[src/rtl/intmode_pkg.sv]
package intmode_pkg;
    typedef enum logic [0:0] {ST_RUN, ST_HALTED} run_state_e;

    localparam int COST_W     = 4;
    localparam int COST_SHORT = 4;
    localparam int COST_MODE  = 8;

    localparam logic [1:0] MODE_ZERO = 2'b00;
    localparam logic [1:0] MODE_ONE  = 2'b01;
    localparam logic [1:0] MODE_TWO  = 2'b11;
endpackage

[src/rtl/imode_decode.sv]
module imode_decode
    import intmode_pkg::*;
#(
    parameter int BYTE_W = 8
) (
    input  logic [BYTE_W-1:0] code,
    output logic              valid,
    output logic [1:0]        mode
);
    // Accepted shape: 01 x yy 110, with bit 5 a don't-care alias bit.
    localparam logic [1:0] HI_TAG = 2'b01;
    localparam logic [2:0] LO_TAG = 3'b110;

    always_comb begin
        valid = (code[7:6] == HI_TAG) && (code[2:0] == LO_TAG);
        unique case (code[4:3])
            2'b10:   mode = MODE_ONE;
            2'b11:   mode = MODE_TWO;
            default: mode = MODE_ZERO;
        endcase
    end
endmodule

[src/rtl/ien_pair.sv]
module ien_pair (
    input  logic clk,
    input  logic rst_n,
    input  logic clr,
    input  logic set,
    output logic ien1,
    output logic ien2
);
    always_ff @(posedge clk) begin
        if (!rst_n) begin
            ien1 <= 1'b0;
            ien2 <= 1'b0;
        end else if (clr) begin
            ien1 <= 1'b0;
            ien2 <= 1'b0;
        end else if (set) begin
            ien1 <= 1'b1;
            ien2 <= 1'b1;
        end
    end

    assert_clr_R1: assert property (@(posedge clk) disable iff (!rst_n)
        clr |=> (!ien1 && !ien2));
    assert_set_R2: assert property (@(posedge clk) disable iff (!rst_n)
        (set && !clr) |=> (ien1 && ien2));
endmodule

[src/rtl/halt_fsm.sv]
module halt_fsm
    import intmode_pkg::*;
(
    input  logic       clk,
    input  logic       rst_n,
    input  logic       halt_req,
    input  logic       wake,
    output run_state_e state
);
    run_state_e nxt;

    always_comb begin
        nxt = state;
        unique case (state)
            ST_RUN:    if (halt_req) nxt = ST_HALTED;   // halt_enter
            ST_HALTED: if (wake)     nxt = ST_RUN;      // irq_wake
            default:   nxt = ST_RUN;
        endcase
    end

    always_ff @(posedge clk) begin
        if (!rst_n) state <= ST_RUN;
        else        state <= nxt;
    end

    assert_enter_R6: assert property (@(posedge clk) disable iff (!rst_n)
        (state == ST_RUN && halt_req) |=> (state == ST_HALTED));
    assert_hold_R6: assert property (@(posedge clk) disable iff (!rst_n)
        (state == ST_HALTED && !wake) |=> (state == ST_HALTED));
    assert_wake_R7: assert property (@(posedge clk) disable iff (!rst_n)
        (state == ST_HALTED && wake) |=> (state == ST_RUN));
endmodule

[src/rtl/intmode_ctrl.sv]
module intmode_ctrl
    import intmode_pkg::*;
#(
    parameter int BYTE_W = 8
) (
    input  logic              clk,
    input  logic              rst_n,
    input  logic              stb_di,
    input  logic              stb_ei,
    input  logic              stb_halt,
    input  logic              stb_im,
    input  logic [BYTE_W-1:0] im_byte,
    input  logic              irq,
    output logic              ien1,
    output logic              ien2,
    output logic [1:0]        int_mode,
    output logic              halted,
    output logic              pc_advance,
    output logic [COST_W-1:0] op_cost
);
    run_state_e state;
    logic       im_valid;
    logic [1:0] im_sel;
    logic       run;
    logic       acc_di, acc_ei, acc_halt, acc_im;
    logic [1:0] mode_q;

    imode_decode #(.BYTE_W(BYTE_W)) u_dec (
        .code  (im_byte),
        .valid (im_valid),
        .mode  (im_sel)
    );

    assign run      = (state == ST_RUN);
    assign acc_di   = run && stb_di;
    assign acc_ei   = run && stb_ei;
    assign acc_halt = run && stb_halt;
    assign acc_im   = run && stb_im && im_valid;

    ien_pair u_ien (
        .clk   (clk),
        .rst_n (rst_n),
        .clr   (acc_di),
        .set   (acc_ei),
        .ien1  (ien1),
        .ien2  (ien2)
    );

    halt_fsm u_fsm (
        .clk      (clk),
        .rst_n    (rst_n),
        .halt_req (acc_halt),
        .wake     (irq && ien1),
        .state    (state)
    );

    always_ff @(posedge clk) begin
        if (!rst_n)      mode_q <= MODE_ZERO;
        else if (acc_im) mode_q <= im_sel;
    end

    // Output process: cost and advance per state.
    always_comb begin
        pc_advance = 1'b0;
        op_cost    = '0;
        unique case (state)
            ST_RUN: begin
                pc_advance = acc_di || acc_ei || acc_im;
                if (acc_im)
                    op_cost = COST_W'(COST_MODE);
                else if (acc_di || acc_ei || acc_halt)
                    op_cost = COST_W'(COST_SHORT);
            end
            ST_HALTED: op_cost = COST_W'(COST_SHORT);
            default: ;
        endcase
    end

    assign int_mode = mode_q;
    assign halted   = (state == ST_HALTED);

    assert_mode_code_R4: assert property (@(posedge clk) disable iff (!rst_n)
        int_mode != 2'b10);
    assert_bad_byte_R5: assert property (@(posedge clk) disable iff (!rst_n)
        (stb_im && !im_valid) |=> $stable(int_mode));
    assert_halt_no_adv_R6: assert property (@(posedge clk) disable iff (!rst_n)
        halted |-> !pc_advance);
    assert_sleep_R7: assert property (@(posedge clk) disable iff (!rst_n)
        (halted && irq && !ien1) |=> halted);
    assert_frozen_R9: assert property (@(posedge clk) disable iff (!rst_n)
        halted |=> ($stable(int_mode) && $stable(ien1) && $stable(ien2)));
    assert_one_strobe_R11: assert property (@(posedge clk) disable iff (!rst_n)
        $onehot0({stb_di, stb_ei, stb_halt, stb_im}));
endmodule

[config.mk]
export PLATFORM = sky130hd
export DESIGN_NAME = intmode_ctrl
export DESIGN_NICKNAME = d
export VERILOG_FILES = /design/src/rtl/intmode_pkg.sv /design/src/rtl/imode_decode.sv /design/src/rtl/ien_pair.sv /design/src/rtl/halt_fsm.sv /design/src/rtl/intmode_ctrl.sv
export SDC_FILE = /design/constraint.sdc
export NUM_CORES = 1
export LEC_CHECK = 0
export BUFFER_PORTS_ARGS = -buffer_cell sky130_fd_sc_hd__buf_2
export CORE_AREA = 3 3 40 42
export CTS_CLUSTER_DIAMETER = 100
export DETAILED_ROUTE_END_ITERATION = 12
export DIE_AREA = 0 0 43 45
export PLACE_DENSITY = 0.53
export SYNTH_ARGS = -nofsm -noshare
export SYNTH_HDL_FRONTEND = slang
export SYNTH_SLANG_ARGS = --single-unit
[constraint.sdc]
create_clock -name clk -period 1.1 [get_ports clk]
set_input_delay 0.165 -clock clk [delete_from_list [all_inputs] [get_ports clk]]
set_output_delay 0.165 -clock clk [all_outputs]
set_load 0.01 [all_outputs]
Word-level counts from Yosys, hierarchy flattened --
Index checks and enable logic that the tools add are counted.
Cells by class: mux-type cells 8, reduce and logical (&&, ||, !) cells 11, equal/unequal tests 4, bitwise gates (word level) 2
Operators by type and width (number):
- case mux 4 bit (2 select lines) | 1
- logical AND 1 bit | 7
- == test 2 bit (second input constant) | 2
- 2-to-1 mux 4 bit | 1
- case mux 2 bit (2 select lines) | 1
- == test 3 bit (second input constant) | 1
- logical OR 1 bit | 3
- 2-to-1 mux 1 bit | 3
- 2-to-1 mux 3 bit | 1
- == test 2 x 1 -> 1 bit (second input constant) | 1
- inverter 1 bit | 2
- case mux 1 bit (2 select lines) | 1
- OR reduction 2 bit | 1
Word-level totals: flip-flop bits (word level) 4, word-level logic and storage cells 28, output and inout bits 10

Longest topological paths before layout --
Gate-level depths: netlist (run 1).
word-level depth 7, gate-level depth with buffers 3, mapped depth without buffers 3

Cells and area by module --
From an unflattened synthesis (run 1), not the netlist that was laid out.
Second synthesis, totals: cell total of the unflattened synthesis 34, area, all modules 307.8 um^2
Modules (own cells, without submodules):
- intmode_ctrl | area an instance 170.2 um^2, sequential area each 40.0 um^2, cells an instance 22, instances 1
- halt_fsm | area an instance 51.3 um^2, sequential area each 20.0 um^2, cells an instance 4, instances 1
- ien_pair | area an instance 43.8 um^2, sequential area each 20.0 um^2, cells an instance 4, instances 1
- imode_decode | area an instance 42.5 um^2, sequential area each 0.0 um^2, cells an instance 4, instances 1

Least setup slack after synthesis (run 1) --
Ideal clock, no wire load.
path kind reg-to-output, start point register u_fsm.state, end point output port op_cost[2], stages on the path, launching flop included 3, slack -135 ps, arrival 1070 ps, buffers on the path 0, required time 935 ps, path through dfxtp_1 > nor4_4 > o21ai_0
On the way: longest elaborated chain between the ends 7
Ends and longest elaborated chain:
- start, declared | RTL line halt_fsm.sv:8 | output run_state_e state
- start signal, assigned | RTL line halt_fsm.sv:23 | else state <= nxt;
- inverter 1 bit | RTL line intmode_ctrl.sv:34, intmode_ctrl.sv:66
- logical AND 1 bit, on equally long branches | RTL line intmode_ctrl.sv:35, intmode_ctrl.sv:36
- logical OR 1 bit (2 in series) | RTL line intmode_ctrl.sv:71 | else if (acc_di || acc_ei || acc_halt)
- 2-to-1 mux 3 bit | RTL line intmode_ctrl.sv:71
- 2-to-1 mux 4 bit | RTL line intmode_ctrl.sv:69 | if (acc_im)
- case mux 4 bit (2 select lines) (*) | RTL line intmode_ctrl.sv:66 | unique case (state)
- end, declared | RTL line intmode_ctrl.sv:19 | output logic [COST_W-1:0] op_cost
Every way passes the cells marked *; elsewhere a longest branch is shown, timed or not.

Worst setup path after layout (run 1) --
start point register u_fsm.state, end point output port pc_advance
On the way: longest elaborated chain between the ends 5
Ends and longest elaborated chain:
- inverter 1 bit | RTL line intmode_ctrl.sv:34 | assign run = (state == ST_RUN);
- logical AND 1 bit, on equally long branches | RTL line intmode_ctrl.sv:35, intmode_ctrl.sv:36, intmode_ctrl.sv:38
- logical OR 1 bit / logical AND 1 bit (equally long branches) | RTL line intmode_ctrl.sv:68, intmode_ctrl.sv:38
- logical OR 1 bit | RTL line intmode_ctrl.sv:68 | pc_advance = acc_di || acc_ei || acc_im;
- 2-to-1 mux 1 bit (*) | RTL line intmode_ctrl.sv:66
- end, declared | RTL line intmode_ctrl.sv:18 | output logic pc_advance,
Marks and branches as above.

==> reports/metrics.csv, run 1 <==
metric;value;unit
status;finished, violations left;
violations;setup timing;
fmax;754;MHz
cp_cell_sequence;nor4_4 -> o21bai_4 -> buf_6;
cp_slowest_cell;dfxtp_4;
fin_nets;69;
dpl.cell_count;63;
max_cap_violations;0;
min_period_over_period;121;%
floorplan.initialDensity;17.7;%
cts.sink_count;4;
overflow;0;
hold_depth;2;
power_density;1090;mW/mm²
place_area;363;µm²
peakVddDrop;0.302;mV
r2r_cells;4;
num_io_pins;25;
timing.hold.ws;108;ps
fillers;154;
yosysSeqAreaShare;35.2;%
coreArea;0.00128;mm²
avgRoutedWirePerCell;9.31;µm
portBuffers;21;
area_growth;81.3;%
finalMaxSlewViolations;0;
rsz0062_at_grt;yes;
grt_max_degree;7;
critical_path.max_fanout;3;
setup.worst_path.start;u_fsm.state$_SDFF_PN0_;
worstSetupStartpointType;flop;
drive_gt1_share;56.6;%
clkTransAtPathRegs;50;ps
critical_path.max_stage_delay;340;ps
fin_worst_skew;9.27;ps
dieArea;0.00194;mm²
route.detailed.drc;0;
wl;633;µm
firstDrtPassIters;1;
syn_avg_cell_area;8.43;µm²
via_per_inst;4.03;
grt_pass1_vias;290;
hold_path_class;in -> reg;
die_h;45;µm
rr_startpoint;u_fsm.state$_SDFF_PN0_;
synth-seq-cells;4;
hold_viol_final;0;
die_x;43;µm
tritoncts;yes;
grt_pass1_wl;1060;µm
synth.distinct_cells;16;
setup_viol_count_final;5;
design_area;413;µm²
end_kind;output port;
num_vias;274;
finalWorstSetupSlack;-227;ps
pre_cts_slack;-13.1;ps
synth_cells;27;
yosys_warnings;0;
period_needed;1330;ps
fin_cells;68;
rows;13;
hp-start;irq;
track_usage;7.65;%
hpwl;533;µm
clkLatencyLatePin;240;ps
worst-path-stages;3;
root_buffer;clkbuf_4;
clk_path_buf_depth;2;
path_class;reg -> out;
drtAntennaViolNets;0;
diodes;0;
cp.required;940;ps
synth_area;228;µm²
cp.arrival;1160;ps
drt_iter0_markers;0;
antenna_found_initial;0;
htree_levels;1;
crit_family;flip-flops;
place_congestion;0.671;
path_buf_inv;1;
cts_made_buffers;3;
p_leak;0.201;nW
==> power breakdown <==
part	internal, mW	switching (mW)	total (mW)	leakage [nW]
combinational	0.0462	0.0430	0.0892	0.153
sequential	0.151	0.00494	0.156	0.0332
clock	0.137	0.0676	0.204	0.0150
total	0.334	0.115	0.449	0.201
==> cells by family after synthesis <==
family,count (synthesis),share of synthesized area [%]
flip-flops,4,35.2
multiplexers,2,8.79
other,1,1.65
AND/OR/NAND/NOR,9,25.3
AO/OA/AOI/OAI,6,15.9
buffers and inverters,5,13.2
==> final timing paths <==
path              slack (ps)                  endpoint
setup reg to reg         -50  int_mode[0]$_SDFFE_PN0N_
hold / removal           110    u_fsm.state$_SDFF_PN0_
setup / recovery        -230                pc_advance
hold reg to reg          460  int_mode[1]$_SDFFE_PN0N_
==> per-stage QoR <==
step,power [mW],utilization (%),setup TNS (ps)
2_1_floorplan,0.204,-,-113
3_5_place_dp,0.243,28.2,-26.2
5_1_grt,0.482,32.1,-1100
3_3_place_gp,0.242,28.2,-10.3
6_report,0.449,32.1,-700
4_1_cts,0.461,32.1,-837
==> cell usage in the layout, fill, tap and decap left out, types with 2 or more instances in the layout <==
| master | synthesis | final |
|---|---|---|
| inv_1 | 2 | 2 |
| conb_1 | 1 | 2 |
| buf_6 | 0 | 3 |
| dfxtp_1 | 4 | 3 |
| buf_4 | 3 | 2 |
| mux2i_1 | 2 | 2 |
| nand2_1 | 4 | 4 |
| clkbuf_4 | 0 | 3 |
| buf_2 | 0 | 19 |
==> Yosys cell counts <==
cell      n  share of area (%)
a211oi_1  1                3.3
a21oi_1   1                2.2
a31oi_1   1                2.7
buf_4     3                9.9
conb_1    1                1.6
dfxtp_1   4                 35
inv_1     2                3.3
mux2i_1   2                8.8
nand2_1   4                6.6
nand3_1   1                2.2
nand3b_1  1                3.3
nor2_1    1                1.6
nor3_1    1                2.2
nor4_4    1                9.3
o21ai_0   2                4.4
o21bai_1  1                3.3
==> registers in the layout, summed over array words and instances, names as in the netlist <==
name and flops:
int_mode 2, u_fsm.state 1, u_ien.ien2 1
==> area by class of cell <==
cell class | count | area, µm² | share of cell area (%)
Multi-Input combinational cell | 19 | 133 | 32.1
Inverter | 2 | 7.51 | 1.82
Sequential cell | 4 | 83.8 | 20.3
Tap cell | 15 | 18.8 | 4.55
Timing Repair Buffer | 24 | 144 | 34.8
Clock buffer | 4 | 26.3 | 6.36
==> routing by layer <==
metal / GRT usage, % / vias up / wire [µm]
met5: 0 / - / 0
met4: 5.42 / 0 / 4
met3: 3.98 / 2 / 67
met2: 13.8 / 11 / 343
met1: 6.49 / 122 / 218
li1: - / 139 / -
==> timing repair <==
action / 4_1_cts / 5_1_grt
hold buffers: 0 / 0
pin swaps: 0 / 1
gates resized for setup: 3 / 1
buffers inserted: 1 / 1
hold endpoints to repair: 0 / 0
setup endpoints to repair: 3 / 5
Power figures use the tool's default switching activity.
==> inputs of run 2 (changes only) <==
- GPL_TIMING_DRIVEN: not set -> 0
==> reports/metrics.csv, run 2 (synthesis gave the netlist of run 1 again) <==
metric;value;unit
status;finished, violations left;
violations;setup timing;
setup.worst_path.start;u_fsm.state$_SDFF_PN0_;
cts.sink_count;4;
setup_tns;-630;ps
fin_nets;71;
finalMaxSlewViolations;0;
cts_hold_buf;0;
power_density;1090;mW/mm²
critical_path.max_fanout;4;
clkTransAtPathRegs;40;ps
place_congestion;0.669;
rr_startpoint;u_fsm.state$_SDFF_PN0_;
timing.hold.ws;113;ps
floorplan.initialDensity;17.7;%
track_usage;7.24;%
tritoncts;yes;
period_needed;1360;ps
finalWorstSetupSlack;-257;ps
hpwl;525;µm
rows;13;
cp.arrival;1190;ps
layout_commonest_cell;buf_2;
hold_viol_final;0;
via_per_inst;3.91;
path_class;reg -> out;
fmax;737;MHz
end_kind;output port;
grt_pass1_wl;952;µm
num_vias;274;
dieArea;0.00194;mm²
grt_pass1_vias;264;
p_leak;0.210;nW
worstSetupStartpointType;flop;
largest_reg_flops;2;
cp_slowest_cell;dfxtp_4;
die_h;45;µm
die_x;43;µm
crit_family;flip-flops;
portBuffers;21;
grt_max_degree;7;
max_cap_violations;0;
root_buffer;clkbuf_4;
clkLatencyLatePin;240;ps
hp-start;irq;
drtAntennaViolNets;0;
area_growth;83.5;%
rsz0062_at_grt;yes;
utilization;32.5;%
avgRoutedWirePerCell;8.87;µm
path_buf_inv;1;
critical_path.max_stage_delay;340;ps
drt_iter0_markers;2;
final_cell_mix;20 x buf_2, 5 x buf_4, 4 x nand2_1;
coreArea;0.00128;mm²
wl;621;µm
dpl.cell_count;64;
cp.required;940;ps
min_period_over_period;123;%
num_io_pins;25;
firstDrtPassIters;2;
finalPower;0.454;mW
overflow;0;
htree_levels;1;
fin_worst_skew;7.31;ps
setup_viol_count_final;3;
route.detailed.drc;0;
peakVddDrop;0.357;mV
diodes;0;
clk_path_buf_depth;2;
antenna_found_initial;0;
ff2ff_setup_slack;0;ps
cp_cell_sequence;nor4_4 -> o21bai_4 -> buf_6;
cts_made_buffers;3;
hold_path_class;in -> reg;
drive_gt1_share;58.2;%
fin_cells;70;
[run 2: cell count changes in the layout (fill, tap and decap cells not counted), sizes merged]
cell,previous run,this run
buf,24,26
[run 2: path summary, 6_finish.rpt]
kind | cells after the start | endpoint
max | 3 | pc_advance
min reg2reg | 2 | int_mode[0]$_SDFFE_PN0N_
min | 2 | u_fsm.state$_SDFF_PN0_
max reg2reg | 3 | int_mode[1]$_SDFFE_PN0N_
[run 2: area by class of cell]
cell class / instances / area, µm²
Fill cell: 150 / 867
Tap cell: 15 / 18.8
Multi-Input combinational cell: 19 / 133
Timing Repair Buffer: 23 / 126
Inverter: 2 / 7.51
Buffer: 3 / 22.5
Sequential cell: 4 / 83.8
Clock buffer: 4 / 26.3
[run 2: through the flow]
step | cell area (µm²) | setup WS (ps)
after floorplan | 246 | -70.4
after global placement | 370 | -143
after detailed placement | 370 | -160
after CTS | 418 | -302
after global routing | 418 | -354
final | 418 | -257
[run 2: routing by layer]
| layer | vias up | GRT usage, % | wire length [µm] |
|---|---|---|---|
| met5 | - | 0 | 0 |
| li1 | 148 | - | - |
| met2 | 11 | 12.3 | 338 |
| met4 | 0 | 7.23 | 0 |
| met1 | 115 | 6.25 | 205 |
| met3 | 0 | 3.19 | 77 |
[run 2: what timing repair did]
item,in CTS,in global routing
gates resized for setup,1,0
pin swaps,1,1
setup endpoints to repair,3,5
buffers inserted,2,0
[run 2: where the power goes]
group | switching [mW] | internal, mW | total (mW) | leakage, nW
combinational | 0.0443 | 0.0525 | 0.0968 | 0.162
sequential | 0.00494 | 0.151 | 0.156 | 0.0332
clock | 0.0650 | 0.136 | 0.201 | 0.0150
total | 0.114 | 0.340 | 0.454 | 0.210
